[src/rtl/pls_pkg.sv]
package pls_pkg;
  localparam int unsigned DEF_IR_W       = 4;
  localparam int unsigned DEF_BYTE_W     = 8;
  localparam int unsigned DEF_PAGE_BYTES = 256;
  localparam logic [DEF_IR_W-1:0] DEF_SEL_CODE = 4'h6;
endpackage

[src/rtl/pls_sel_decode.sv]
module pls_sel_decode #(
  parameter int unsigned         IR_W     = pls_pkg::DEF_IR_W,
  parameter logic [IR_W-1:0]     SEL_CODE = pls_pkg::DEF_SEL_CODE
) (
  input  logic [IR_W-1:0] ir_i,
  input  logic            capture_i,
  input  logic            shift_i,
  output logic            sel_o,
  output logic            cap_o,
  output logic            shf_o
);
  assign sel_o = (ir_i == SEL_CODE);
  assign cap_o = sel_o & capture_i;
  assign shf_o = sel_o & shift_i & ~capture_i;
endmodule

[src/rtl/pls_byte_shifter.sv]
module pls_byte_shifter #(
  parameter int unsigned BYTE_W = pls_pkg::DEF_BYTE_W
) (
  input  logic              clk_i,
  input  logic              rst_ni,
  input  logic              shf_i,
  input  logic              tdi_i,
  output logic [BYTE_W-1:0] next_o,
  output logic              tdo_o
);
  logic [BYTE_W-1:0] sh_q;

  // LSB first: oldest bit ends in bit 0
  assign next_o = {tdi_i, sh_q[BYTE_W-1:1]};
  assign tdo_o  = sh_q[0];

  always_ff @(posedge clk_i or negedge rst_ni) begin
    if (!rst_ni)    sh_q <= '0;
    else if (shf_i) sh_q <= next_o;
  end


  tdo_step_chk: assert property (@(posedge clk_i) disable iff (!rst_ni)
    shf_i |=> tdo_o == $past(sh_q[1]));

  hold_chk: assert property (@(posedge clk_i) disable iff (!rst_ni)
    !shf_i |=> $stable(sh_q));
endmodule

[src/rtl/pls_byte_sequencer.sv]
module pls_byte_sequencer #(
  parameter int unsigned BYTE_W     = pls_pkg::DEF_BYTE_W,
  parameter int unsigned PAGE_BYTES = pls_pkg::DEF_PAGE_BYTES,
  localparam int unsigned CNT_W     = $clog2(BYTE_W),
  localparam int unsigned ADDR_W    = $clog2(PAGE_BYTES)
) (
  input  logic              clk_i,
  input  logic              rst_ni,
  input  logic              cap_i,
  input  logic              shf_i,
  input  logic              sel_i,
  input  logic              update_i,
  input  logic [BYTE_W-1:0] byte_i,
  output logic              wr_en_o,
  output logic [ADDR_W-1:0] wr_addr_o,
  output logic [BYTE_W-1:0] wr_data_o
);
  localparam logic [CNT_W-1:0]  CNT_LAST  = CNT_W'(BYTE_W - 1);
  localparam logic [ADDR_W-1:0] ADDR_LAST = ADDR_W'(PAGE_BYTES - 1);

  logic [CNT_W-1:0]  cnt_q;
  logic [ADDR_W-1:0] addr_q;
  logic              commit;

  assign commit = shf_i && (cnt_q == CNT_LAST);

  always_ff @(posedge clk_i or negedge rst_ni) begin
    if (!rst_ni) begin
      cnt_q  <= '0;
      addr_q <= '0;
    end else if (cap_i) begin
      cnt_q  <= '0;
      addr_q <= '0;
    end else if (shf_i) begin
      cnt_q <= commit ? '0 : cnt_q + 1'b1;
      if (commit) addr_q <= (addr_q == ADDR_LAST) ? '0 : addr_q + 1'b1;
    end
  end

  always_ff @(posedge clk_i or negedge rst_ni) begin
    if (!rst_ni) begin
      wr_en_o   <= 1'b0;
      wr_addr_o <= '0;
      wr_data_o <= '0;
    end else begin
      wr_en_o <= commit;
      if (commit) begin
        wr_addr_o <= addr_q;
        wr_data_o <= byte_i;
      end
    end
  end


  wr_pulse_chk: assert property (@(posedge clk_i) disable iff (!rst_ni)
    wr_en_o |=> !wr_en_o);

  addr_step_chk: assert property (@(posedge clk_i) disable iff (!rst_ni)
    (wr_en_o && wr_addr_o != ADDR_LAST) |-> addr_q == wr_addr_o + 1'b1);

  addr_wrap_chk: assert property (@(posedge clk_i) disable iff (!rst_ni)
    (wr_en_o && wr_addr_o == ADDR_LAST) |-> addr_q == '0);

  capture_clr_chk: assert property (@(posedge clk_i) disable iff (!rst_ni)
    cap_i |=> (cnt_q == '0 && addr_q == '0 && !wr_en_o));

  update_hold_chk: assert property (@(posedge clk_i) disable iff (!rst_ni)
    (sel_i && update_i && !shf_i && !cap_i) |=> ($stable(cnt_q) && $stable(addr_q) && !wr_en_o));
endmodule

[src/rtl/page_load_chain.sv]
module page_load_chain #(
  parameter int unsigned          IR_W       = pls_pkg::DEF_IR_W,
  parameter logic [IR_W-1:0]      SEL_CODE   = pls_pkg::DEF_SEL_CODE,
  parameter int unsigned          BYTE_W     = pls_pkg::DEF_BYTE_W,
  parameter int unsigned          PAGE_BYTES = pls_pkg::DEF_PAGE_BYTES,
  localparam int unsigned         ADDR_W     = $clog2(PAGE_BYTES)
) (
  input  logic              tck_i,
  input  logic              rst_ni,
  input  logic              tdi_i,
  output logic              tdo_o,
  input  logic [IR_W-1:0]   ir_i,
  input  logic              capture_dr_i,
  input  logic              shift_dr_i,
  input  logic              update_dr_i,
  output logic              wr_en_o,
  output logic [ADDR_W-1:0] wr_addr_o,
  output logic [BYTE_W-1:0] wr_data_o
);
  logic              sel, cap, shf;
  logic [BYTE_W-1:0] next_byte;

  pls_sel_decode #(.IR_W(IR_W), .SEL_CODE(SEL_CODE)) i_decode (
    .ir_i      (ir_i),
    .capture_i (capture_dr_i),
    .shift_i   (shift_dr_i),
    .sel_o     (sel),
    .cap_o     (cap),
    .shf_o     (shf)
  );

  pls_byte_shifter #(.BYTE_W(BYTE_W)) i_shifter (
    .clk_i  (tck_i),
    .rst_ni (rst_ni),
    .shf_i  (shf),
    .tdi_i  (tdi_i),
    .next_o (next_byte),
    .tdo_o  (tdo_o)
  );

  pls_byte_sequencer #(.BYTE_W(BYTE_W), .PAGE_BYTES(PAGE_BYTES)) i_seq (
    .clk_i     (tck_i),
    .rst_ni    (rst_ni),
    .cap_i     (cap),
    .shf_i     (shf),
    .sel_i     (sel),
    .update_i  (update_dr_i),
    .byte_i    (next_byte),
    .wr_en_o   (wr_en_o),
    .wr_addr_o (wr_addr_o),
    .wr_data_o (wr_data_o)
  );


  desel_quiet_chk: assert property (@(posedge tck_i) disable iff (!rst_ni)
    !sel |=> !wr_en_o);

  idle_quiet_chk: assert property (@(posedge tck_i) disable iff (!rst_ni)
    (!shift_dr_i && !capture_dr_i) |=> (!wr_en_o && $stable(tdo_o)));
endmodule

[config.mk]
export PLATFORM = sky130hd
export DESIGN_NAME = page_load_chain
export DESIGN_NICKNAME = d
export VERILOG_FILES = /design/src/rtl/pls_pkg.sv /design/src/rtl/pls_sel_decode.sv /design/src/rtl/pls_byte_shifter.sv /design/src/rtl/pls_byte_sequencer.sv /design/src/rtl/page_load_chain.sv
export SDC_FILE = /design/constraint.sdc
export NUM_CORES = 1
export LEC_CHECK = 0
export BUFFER_PORTS_ARGS = -buffer_cell sky130_fd_sc_hd__buf_2
export CAP_MARGIN = 20
export CORE_MARGIN = 10
export CORE_UTILIZATION = 31
export DETAILED_ROUTE_END_ITERATION = 8
export RECOVER_POWER = 25
export SLEW_MARGIN = 20
export SYNTH_ARGS = -nofsm -noshare
export SYNTH_HDL_FRONTEND = slang
export SYNTH_SLANG_ARGS = --single-unit
[constraint.sdc]
create_clock -name tck_i -period 4.25 [get_ports tck_i]
set_clock_uncertainty 0.1 [all_clocks]
set_input_delay 0.425 -clock tck_i [delete_from_list [all_inputs] [get_ports tck_i]]
set_output_delay 0.425 -clock tck_i [all_outputs]
set_load 0.01 [all_outputs]
==> results of run 1 <==
==> routing by layer <==
| metal | global-route usage, % | up-vias | share of wire [%] | routed length, µm |
|---|---|---|---|---|
| met3 | 3.74 | 2 | 6.9 | 207 |
| met4 | 2.25 | 0 | 0.20 | 6 |
| met1 | 8.22 | 506 | 43 | 1290 |
| met2 | 12.1 | 20 | 50 | 1490 |
| li1 | - | 481 | - | - |
| met5 | 0 | - | 0 | 0 |
==> logic make-up (layout without fill, tap and decap cells) <==
group | count (synthesis) | count (layout) | synth area share [%]
compound gates | 19 | 19 | 8.35
xor+xnor | 2 | 2 | 1.14
fa+ha+maj | 3 | 3 | 2.43
flops | 36 | 36 | 58.4
simple gates | 24 | 24 | 8.60
mux | 26 | 26 | 18.8
buf+inv | 7 | 36 | 2.27
==> sequential cells by signal (all words and copies together) (netlist names) <==
name,flops
i_seq.wr_data_o,8
i_seq.wr_en_o,1
i_seq.addr_q,8
i_seq.wr_addr_o,8
i_shifter.sh_q,8
i_seq.cnt_q,3
==> cell type report <==
type | count | share of cell area (%)
Inverter | 2 | 0.409
Clock buffer | 6 | 3.95
Clock inverter | 2 | 1.91
Tap cell | 67 | 4.57
Multi-Input combinational cell | 74 | 33.1
Timing Repair Buffer | 26 | 7.02
Sequential cell | 36 | 49.1
==> per-stage QoR <==
step / setup slack, ps / area, µm² / util (%) / cells / hold WS, ps
after floorplan: 2360 / 1540 / - / 117 / 29.4
final: 1900 / 1840 / 38.4 / 213 / 295
after CTS: 1880 / 1840 / 38.4 / 213 / 147
after global placement: 1790 / 1730 / 36.1 / 205 / 378
after detailed placement: 1740 / 1730 / 36.1 / 205 / 390
after global routing: 1770 / 1840 / 38.4 / 213 / 280
==> worst max-delay path, cell delays in order (launching register included) <==
cell and delay, ps:
sky130_fd_sc_hd__dfrtp_1 380, sky130_fd_sc_hd__ha_1 160, sky130_fd_sc_hd__ha_1 190, sky130_fd_sc_hd__inv_1 80
sky130_fd_sc_hd__or3_1 740, sky130_fd_sc_hd__or3_1 480, sky130_fd_sc_hd__a22oi_1 130
==> power groups by stage <==
| stage | sequential, mW | combinational (mW) | clock [mW] |
|---|---|---|---|
| finish | 0.364 | 0.0327 | 0.285 |
| global route | 0.365 | 0.0378 | 0.310 |
| CTS | 0.363 | 0.0339 | 0.296 |
| detailed placement | 0.370 | 0.0334 | 0 |
| global placement | 0.369 | 0.0313 | 0 |
| floorplan | 0.367 | 0.0182 | 0 |
==> how the worst min path moves through the flow <==
stage,start,end
global placement,i_seq.cnt_q[1],i_seq.cnt_q[1]
detailed placement,i_seq.wr_addr_o[5],i_seq.wr_addr_o[5]
floorplan,rst_ni,i_seq.addr_q[0]
global route,tdi_i,i_shifter.sh_q[7]
finish,tdi_i,i_seq.wr_data_o[7]
CTS,rst_ni,i_seq.addr_q[5]
==> cell usage in the layout (no fill, tap or decap), types with 2 or more instances in the layout <==
cell	n
sky130_fd_sc_hd__a21oi_1	3
sky130_fd_sc_hd__a31oi_1	4
sky130_fd_sc_hd__a32o_1	3
sky130_fd_sc_hd__buf_2	25
sky130_fd_sc_hd__clkbuf_1	2
sky130_fd_sc_hd__clkbuf_8	5
sky130_fd_sc_hd__dfrtp_1	36
sky130_fd_sc_hd__ha_1	3
sky130_fd_sc_hd__inv_1	2
sky130_fd_sc_hd__mux2_2	23
sky130_fd_sc_hd__mux2i_1	2
sky130_fd_sc_hd__nand2_1	3
sky130_fd_sc_hd__nand2b_1	2
sky130_fd_sc_hd__nand3_1	4
sky130_fd_sc_hd__nor2_1	6
sky130_fd_sc_hd__o21ai_0	5
sky130_fd_sc_hd__or2_2	2
sky130_fd_sc_hd__or3_1	2
sky130_fd_sc_hd__xnor2_1	2
==> out/qor.tcl, run 1 <==
set qor(drt-vias-per-instance) 4.74
set qor(holdPathStages) 2
set qor(gr-usage-all-layers_pct) 7.40
set qor(core_region_area_um2) 4790
set qor(clk_pin_slew_worst_paths_ps) 70
set qor(max_freq_mhz) 426
set qor(grt_pass1_wl_um) 5050
set qor(internal-power_uw) 542
set qor(port-buffer-count) 26
set qor(power.combinational.fraction_pct) 4.8
set qor(setup_viol_count_final) 0
set qor(synthesized_area_per_cell_um2) 13.2
set qor(critPathCaptureType) {register}
set qor(cts_hold_buffers) 0
set qor(synth.top_cells.by_count) {sky130_fd_sc_hd__dfrtp_1, sky130_fd_sc_hd__mux2_2, sky130_fd_sc_hd__nor2_1}
set qor(clock_path_buffers) 2
set qor(io-pin-count) 28
set qor(post-layout-total-power_uw) 682
set qor(drc) 0
set qor(tritoncts) {built}
set qor(portion_of_the_post_synthesis_area_used_by_sequential_elements_pct) 58.4
set qor(critical_path.startpoint) {i_seq.cnt_q[0]}
set qor(distinct_cells_synth) 29
set qor(pwr_density_cell_nw_per_um2) 372
set qor(status) {complete, but fails checks}
set qor(grt_setup_unrepaired) {false}
set qor(dr.first_iter.drc_count) 58
set qor(antenna_violations_before_repair) 0
set qor(worstSetupStartpointType) {register}
set qor(globalRouteOverflowTotal) 0
set qor(postCtsSetupBuffers) 0
set qor(grt_max_degree) 37
set qor(antenna_violating_nets_post_route) 0
set qor(synth_area_leader_cell) {sky130_fd_sc_hd__dfrtp_1}
set qor(slew_at_the_pin_closest_to_its_max_slew_limit_ps) 1840
set qor(clk_root_buffer_cell) {sky130_fd_sc_hd__clkbuf_8}
set qor(ys_dominant_reg_cell) {sky130_fd_sc_hd__dfrtp_1}
set qor(area_occupied_by_multi_input_gates_um2) 607
set qor(synth_enable_flop_cells) 0
set qor(ff_latch_area_um2) 901
set qor(die_height_um) 90.5
set qor(fin_nets) 158
set qor(violated_checks) {capacitance limit, slew limit}
set qor(timing.final.crit_period_ps) 2350
set qor(drv_cap) 1
set qor(total_die_area_um2) 8200
set qor(tritoncts_num_sinks) 36
set qor(synth-seq-cells) 36
set qor(critical_path_peak_fanout) 20
set qor(drt-total-wl_um) 2990
set qor(synth_async_sr_flop_share_pct) 100
set qor(power.static_leakage_nw) 0.948
set qor(final_max_slew_viol_count) 37
set qor(cts-buffers-inserted) 5
set qor(insertion_delay_ps) 280
set qor(timing.rr.start) {i_seq.cnt_q[0]}
set qor(number_of_standard_cell_rows_in_the_floorplan) 25
set qor(regToRegSetupSlack_ps) 1900
set qor(detailed_place_hpwl_um) 2200
set qor(htreeDepth) 2
set qor(timing.reg2reg.worst_path_depth) 6
set qor(synth_largest_type_area_fraction_pct) 58.4
set qor(final_hold_viol_count) 0
set qor(fillers) 469
set qor(num_vias) 1009
set qor(grt_pass1_vias) 1088
set qor(start_util_pct) 32.2
set qor(die-width_um) 90.5
set qor(post_drt_wl_per_cell_um) 14.0
set qor(switching_share_pct) 20.5
set qor(required_ps) 4340
set qor(timing.setup.tns_ps) 0
set qor(ir_worst_vdd_mv) 0.221
set qor(syn2layout_area_growth_pct) 19.0
set qor(total_standard_cell_area_after_synthesis_um2) 1540
set qor(clkPwrFrac_pct) 41.9
set qor(final_estimated_routing_congestion_in_global_placement) 0.752
set qor(cp_data_arrival_time_ps) 2440
set qor(net_count_after_synthesis) 130
set qor(sequentialPowerShare_pct) 53.4
set qor(setup.worst_path.class) {register to register}
set qor(final_layout_size_suffix_gt1_share_pct) 39.7
set qor(min-delay-path-class) {primary input to register}
set qor(tcrit_tclk_final_pct) 55.2
set qor(worst_setup_path_endpoint) {i_seq.addr_q[6]}
set qor(detail_route.first_pass.iterations) 4
set qor(yosysWarnings) 0
set qor(synthesized_instance_count) 117
set qor(cts-resized-gates) 0
set qor(timing.max_slew.rel_slack_pct) -22.8
set qor(p_sw_uw) 140
set qor(yosys-top-cells-area) {sky130_fd_sc_hd__dfrtp_1, sky130_fd_sc_hd__mux2_2, sky130_fd_sc_hd__ha_1}
set qor(n_antenna_cell) 0
set qor(r2r-end) {i_seq.addr_q[6]}
set qor(post-synth-top-count-cell) {sky130_fd_sc_hd__dfrtp_1}
Power figures use the tool's default switching activity.
==> run 2, diff against run 1 <==
==> constraint.sdc (replaced) <==
create_clock -name tck_i -period 2.1 [get_ports tck_i]
set_clock_uncertainty 0.1 [all_clocks]
set_input_delay 0.21 -clock tck_i [delete_from_list [all_inputs] [get_ports tck_i]]
set_output_delay 0.21 -clock tck_i [all_outputs]
set_load 0.01 [all_outputs]
==> run 2 against run 1 <==
The run now ends clean. Hold slack got worse by 220 ps. Fmax rose by 17%. Wire length rose by 2.7%. Critical path type unchanged.
==> out/qor.tcl, run 2 (synthesized netlist as in run 1, its figures left out) <==
set qor(status) {finished, final reports clean}
set qor(cts_hold_buffers) 1
set qor(p_sw_uw) 300
set qor(clock_path_buffers) 2
set qor(final_core_util_pct) 38.7
set qor(drv_cap) 0
set qor(ir_worst_vdd_mv) 0.505
set qor(layout_common_cells) {sky130_fd_sc_hd__dfrtp_1, sky130_fd_sc_hd__mux2_2, sky130_fd_sc_hd__clkbuf_1}
set qor(globalRouteOverflowTotal) 0
set qor(insertion_delay_ps) 290
set qor(post_layout_instance_count_excluding_filler_cells) 217
set qor(core_region_area_um2) 4790
set qor(worst_setup_path_endpoint) {i_seq.wr_data_o[7]}
set qor(slew_at_the_pin_closest_to_its_max_slew_limit_ps) 849
set qor(cts-resized-gates) 0
set qor(postCtsSetupBuffers) 0
set qor(gr-usage-all-layers_pct) 7.55
set qor(critical_path.startpoint) {i_seq.cnt_q[0]}
set qor(timing.rr.start) {i_seq.cnt_q[0]}
set qor(power.combinational.fraction_pct) 4.9
set qor(n_antenna_cell) 0
set qor(detailed_place_hpwl_um) 2270
set qor(critical_path.most_common_cell) {sky130_fd_sc_hd__ha_1}
set qor(drt-vias-per-instance) 4.74
set qor(internal-power_mw) 1.10
set qor(timing.setup.tns_ps) 0
set qor(final_estimated_routing_congestion_in_global_placement) 0.784
set qor(setup.worst_path.class) {register to register}
set qor(tritoncts_num_sinks) 36
set qor(grt_setup_unrepaired) {false}
set qor(cp_slowest_cell) {sky130_fd_sc_hd__or3_1}
set qor(port-buffer-count) 26
set qor(antenna_violating_nets_post_route) 0
set qor(commonest_non_fill_non_tap_cell_in_the_layout) {sky130_fd_sc_hd__dfrtp_1}
set qor(sequentialPowerShare_pct) 52.6
set qor(post_drt_wl_per_cell_um) 14.1
set qor(regToRegSetupSlack_ps) 100
set qor(worstSetupStartpointType) {register}
set qor(start_util_pct) 32.2
set qor(antenna_violations_before_repair) 0
set qor(min-delay-path-class) {primary input to register}
set qor(switching_share_pct) 21.5
set qor(dr.first_iter.drc_count) 83
set qor(die-width_um) 90.5
set qor(syn2layout_area_growth_pct) 20.0
set qor(pwr_density_cell_nw_per_um2) 756
set qor(io-pin-count) 28
set qor(worst_hold_slack_ps) 73.4
set qor(grt_pass1_vias) 1071
set qor(clk_pin_slew_worst_paths_ps) 70
set qor(drc) 0
set qor(critical_path_peak_fanout) 11
set qor(detail_route.first_pass.iterations) 4
set qor(tcrit_tclk_final_pct) 95.1
set qor(crit_path_cell_trace) {ha_1 -> ha_1 -> inv_1 -> or3_1 -> buf_4 -> mux2_2}
set qor(num_vias) 1029
set qor(final_max_slew_viol_count) 0
set qor(r2r-end) {i_seq.wr_data_o[7]}
set qor(cp_data_arrival_time_ps) 2070
set qor(required_ps) 2170
set qor(tritoncts) {built}
set qor(clkPwrFrac_pct) 42.6
set qor(grt_pass1_wl_um) 5110
set qor(total_die_area_um2) 8200
set qor(clk_root_buffer_cell) {sky130_fd_sc_hd__clkbuf_8}
set qor(die_height_um) 90.5
set qor(max_freq_mhz) 501
set qor(critPathCaptureType) {register}
set qor(final_hold_viol_count) 0
set qor(grt_max_degree) 37
set qor(htreeDepth) 2
set qor(timing.reg2reg.worst_path_depth) 6
set qor(final_layout_size_suffix_gt1_share_pct) 30.0
set qor(worst_path_largest_cell_delay_ps) 480
set qor(power.static_leakage_nw) 0.887
set qor(fin_nets) 162
set qor(placed_cells) 208
set qor(timing.max_slew.rel_slack_pct) 43.4
set qor(timing.final.crit_period_ps) 2000
set qor(number_of_standard_cell_rows_in_the_floorplan) 25
set qor(setup_viol_count_final) 0
set qor(cts-buffers-inserted) 5
set qor(drt-total-wl_um) 3070
run 2: cell types whose count changed in the layout (fill, tap and decap cells not counted), sizes merged:
cell	change
buf	-15
clkbuf	+17
dlygate4sd3	+1
clkinvlp	+1
run 2: area by class of cell:
cell class	count	area (µm²)
fill	466	2940
clock buffer	5	68.8
multi-input combinational	74	607
sequential	36	901
timing repair buffer	30	140
clock inverter	3	42.5
tap	67	83.8
inverter	2	7.51
run 2: worst min-delay path by stage:
stage          slack, ps  startpoint            endpoint  cells after the start
2_1_floorplan       -190      rst_ni     i_seq.addr_q[0]                      0
4_1_cts               70       tdi_i   i_shifter.sh_q[7]                      2
5_1_grt               60       tdi_i  i_seq.wr_data_o[7]                      2
3_3_place_gp         220      rst_ni     i_seq.addr_q[6]                      1
3_5_place_dp         240      rst_ni     i_seq.addr_q[6]                      1
6_report              70       tdi_i   i_shifter.sh_q[7]                      2
run 2: critical path: cells and delay by family, from the launching register on:
kind	cells	cell delay (ps)
adders and majority gates	2	340
muxes	1	280
DFF	1	370
buffers and inverters	2	320
and+or+nand+nor	1	480
run 2: power by group through the flow:
stage	registers, mW	logic [mW]	clock network (mW)
after global routing	0.740	0.0801	0.646
after global placement	0.747	0.0641	0
after detailed placement	0.750	0.0685	0
after CTS	0.736	0.0709	0.614
final	0.735	0.0679	0.595
after floorplan	0.744	0.0368	0
run 2: through the flow:
stage / total power, mW / worst slack, ps / cell area [µm²]
after floorplan: 0.780 / 213 / 1540
after global placement: 0.811 / 131 / 1750
after detailed placement: 0.818 / 84.4 / 1750
after CTS: 1.42 / 82.5 / 1870
after global routing: 1.47 / 6.22 / 1850
final: 1.40 / 103 / 1850
run 2: layer usage:
layer | part of all wire [%] | global-route usage (%) | vias up
li1 | - | - | 486
met1 | 45 | 8.50 | 516
met2 | 47 | 12.2 | 24
met3 | 7.7 | 3.99 | 3
met4 | 0.62 | 1.99 | 0
met5 | 0 | 0 | -
==> run 3, diff against run 2 <==
--- a/config.mk
+++ b/config.mk
@@ -5,6 +5,7 @@
 export SDC_FILE = /design/constraint.sdc
 export NUM_CORES = 1
 export LEC_CHECK = 0
+export ABC_AREA = 1
 export BUFFER_PORTS_ARGS = -buffer_cell sky130_fd_sc_hd__buf_2
 export CAP_MARGIN = 20
 export CORE_MARGIN = 10
==> run 3 against run 2 <==
Non-clock buffer count down 2. Critical endpoint is now i_seq.cnt_q[0]. Final cell count increased by 33%. Critical path depth stayed put.
==> out/qor.tcl, run 3 <==
set qor(status) {finished, final reports clean}
set qor(final_estimated_routing_congestion_in_global_placement) 0.846
set qor(port-buffer-count) 26
set qor(required_ps) 2210
set qor(setup.worst_path.class) {primary input to register}
set qor(detail_route.first_pass.iterations) 4
set qor(gr-usage-all-layers_pct) 8.85
set qor(tritoncts) {built}
set qor(pwr_density_cell_nw_per_um2) 773
set qor(layout_common_cells) {sky130_fd_sc_hd__nand2_1, sky130_fd_sc_hd__dfrtp_1, sky130_fd_sc_hd__inv_1}
set qor(final_critical_path_setup_slack_ps) 437
set qor(fin_nets) 231
set qor(cp_slowest_cell) {sky130_fd_sc_hd__nand3_1}
set qor(grt_max_degree) 37
set qor(htreeDepth) 2
set qor(insertion_delay_ps) 290
set qor(syn2layout_area_growth_pct) 17.3
set qor(synthAdderAreaFrac_pct) 2.23
set qor(num_vias) 1277
set qor(timing.critical_path.buf_inv) 2
set qor(postCtsSetupBuffers) 0
set qor(critical_path.startpoint) {ir_i[3]}
set qor(combinational_family_with_the_most_area_after_synthesis) {simple AND/OR/NAND/NOR gates}
set qor(cts_hold_buffers) 1
set qor(start_util_pct) 32.5
set qor(timing.setup.tns_ps) 0
set qor(synth_async_sr_flop_share_pct) 100
set qor(min_delay_worst_endpoint) {i_seq.wr_data_o[7]}
set qor(worst_hold_slack_ps) 75.8
set qor(distinct_cells_synth) 21
set qor(preCtsSetupSlack_ps) 455
set qor(die-width_um) 93.6
set qor(synthesized_instance_count) 186
set qor(die_height_um) 93.6
set qor(number_of_standard_cell_rows_in_the_floorplan) 26
set qor(min-delay-path-class) {primary input to register}
set qor(post_drt_wl_per_cell_um) 12.1
set qor(grt_pass1_vias) 1388
set qor(hp-start) {tdi_i}
set qor(final_hold_viol_count) 0
set qor(dr.first_iter.drc_count) 65
set qor(timing.rr.start) {i_seq.cnt_q[0]}
set qor(placed_cells) 280
set qor(portion_of_the_post_synthesis_area_used_by_sequential_elements_pct) 53.6
set qor(globalRouteOverflowTotal) 0
set qor(cts-resized-gates) 0
set qor(yosys-mux-area-fraction_pct) 0
set qor(worst_path_largest_cell_delay_ps) 490
set qor(synth-seq-cells) 36
set qor(timing.final.crit_period_ps) 1660
set qor(io-pin-count) 28
set qor(drc) 0
set qor(antenna_violations_before_repair) 0
set qor(tcrit_tclk_final_pct) 79.2
set qor(critical_path_peak_fanout) 14
set qor(yosysWarnings) 0
set qor(r2r-end) {i_seq.addr_q[6]}
set qor(grt_pass1_wl_um) 6270
set qor(slew_at_the_pin_closest_to_its_max_slew_limit_ps) 803
set qor(total_standard_cell_area_after_synthesis_um2) 1680
set qor(core_region_area_um2) 5170
set qor(drv_cap) 0
set qor(synth_largest_type_area_fraction_pct) 53.6
set qor(final_max_slew_viol_count) 0
set qor(critPathCaptureType) {register}
set qor(detailed_place_hpwl_um) 2460
set qor(ir_worst_vdd_mv) 0.311
set qor(synthXorXnorAreaFrac_pct) 0.521
set qor(max_freq_mhz) 601
set qor(synth_area_leader_cell) {sky130_fd_sc_hd__dfrtp_1}
set qor(clock_path_buffers) 2
set qor(power.static_leakage_nw) 1.01
set qor(commonest_non_fill_non_tap_cell_in_the_layout) {sky130_fd_sc_hd__nand2_1}
set qor(regToRegSetupSlack_ps) 460
set qor(synth.top_cells.by_count) {sky130_fd_sc_hd__nand2_1, sky130_fd_sc_hd__dfrtp_1, sky130_fd_sc_hd__inv_1}
set qor(synth_simple_gate_area_share_pct) 28.1
set qor(yosys-top-cells-area) {sky130_fd_sc_hd__dfrtp_1, sky130_fd_sc_hd__nand2_1, sky130_fd_sc_hd__o21ai_2}
set qor(synth_compound_gate_area_share_pct) 9.01
set qor(final_core_util_pct) 38.1
set qor(timing.reg2reg.worst_path_depth) 7
set qor(worstSetupStartpointType) {primary input}
set qor(clk_pin_slew_worst_paths_ps) 70
set qor(final_layout_size_suffix_gt1_share_pct) 19.2
set qor(largest_delay_share_family_worst_path) {simple AND/OR/NAND/NOR gates}
set qor(tritoncts_num_sinks) 36
set qor(synthesized_area_per_cell_um2) 9.03
set qor(post-synth-top-count-cell) {sky130_fd_sc_hd__nand2_1}
set qor(crit_path_cell_trace) {buf_2 -> nor2_1 -> nand3_1 -> inv_1 -> nand2_1 -> a21oi_1}
set qor(cp_data_arrival_time_ps) 1770
set qor(post_layout_instance_count_excluding_filler_cells) 289
set qor(grt_setup_unrepaired) {false}
set qor(timing.max_slew.rel_slack_pct) 46.5
set qor(synth_enable_flop_cells) 0
set qor(total_die_area_um2) 8770
set qor(net_count_after_synthesis) 199
set qor(holdPathStages) 3
set qor(clk_root_buffer_cell) {sky130_fd_sc_hd__clkbuf_8}
set qor(drt-vias-per-instance) 4.42
set qor(antenna_violating_nets_post_route) 0
set qor(drt-total-wl_um) 3490
set qor(setup_viol_count_final) 0
set qor(cts-buffers-inserted) 5
set qor(ys_dominant_reg_cell) {sky130_fd_sc_hd__dfrtp_1}
set qor(n_antenna_cell) 0
==> run 3: cell types whose count changed after synthesis, moves of 3 or more <==
cell,previous run,this run
sky130_fd_sc_hd__nand2_1,3,66
sky130_fd_sc_hd__o21ai_0,5,10
sky130_fd_sc_hd__a31oi_1,4,0
sky130_fd_sc_hd__clkbuf_1,3,0
sky130_fd_sc_hd__nand2_2,0,4
sky130_fd_sc_hd__a32o_1,3,0
sky130_fd_sc_hd__nor2_4,0,3
sky130_fd_sc_hd__nand3_1,4,14
sky130_fd_sc_hd__inv_1,2,18
sky130_fd_sc_hd__o21ai_2,0,11
sky130_fd_sc_hd__mux2_2,23,0
==> run 3: area by class of cell <==
cell class	count	area, µm²
inverter	21	81.3
clock inverter	2	35.0
multi-input combinational	126	651
sequential	36	901
fill	520	3200
tap	70	87.6
timing repair buffer	28	143
clock buffer	6	72.6
==> run 3: routing by layer <==
| metal | track usage [%] | routed length [µm] | vias up |
|---|---|---|---|
| li1 | - | - | 651 |
| met1 | 10.2 | 1580 | 587 |
| met2 | 14.0 | 1590 | 31 |
| met3 | 3.20 | 237 | 8 |
| met4 | 4.81 | 86 | 0 |
| met5 | 0 | 0 | - |
==> run 3: where the power goes <==
group	switching (mW)	internal (mW)
registers	0.0423	0.752
clock network	0.240	0.352
logic	0.0909	0.0472
total	0.373	1.15
==> run 3: cells by family after synthesis <==
logic type	count (synthesis)
AND/OR/NAND/NOR	100
flip-flops	36
buffers and inverters	24
AO/OA/AOI/OAI	22
adder cells (fa/ha/maj)	3
XOR/XNOR	1
==> run 3: worst max path at each step <==
| stage | end | slack [ps] | cells after the start |
|---|---|---|---|
| 6_report | i_seq.cnt_q[0] | 440 | 6 |
| 3_5_place_dp | i_seq.addr_q[4] | 460 | 7 |
| 5_1_grt | i_seq.cnt_q[0] | 210 | 6 |
| 2_1_floorplan | i_seq.wr_addr_o[7] | 710 | 6 |
| 4_1_cts | i_seq.addr_q[6] | 440 | 7 |
| 3_3_place_gp | i_seq.addr_q[7] | 510 | 7 |
==> run 3: through the flow <==
step | power, mW | area, µm²
2_1_floorplan | 0.894 | 1680
3_3_place_gp | 0.945 | 1890
3_5_place_dp | 0.949 | 1890
4_1_cts | 1.55 | 2010
5_1_grt | 1.62 | 1970
6_report | 1.52 | 1970
==> run 3: worst reg2reg max path, cell delays in order (launching register included) <==
cell and delay [ps]:
sky130_fd_sc_hd__dfrtp_1 380, sky130_fd_sc_hd__ha_1 170, sky130_fd_sc_hd__ha_1 220, sky130_fd_sc_hd__nand4_4 270, sky130_fd_sc_hd__nand2_4 220, sky130_fd_sc_hd__inv_4 70, sky130_fd_sc_hd__nand2_1 60, sky130_fd_sc_hd__nand2_1 50
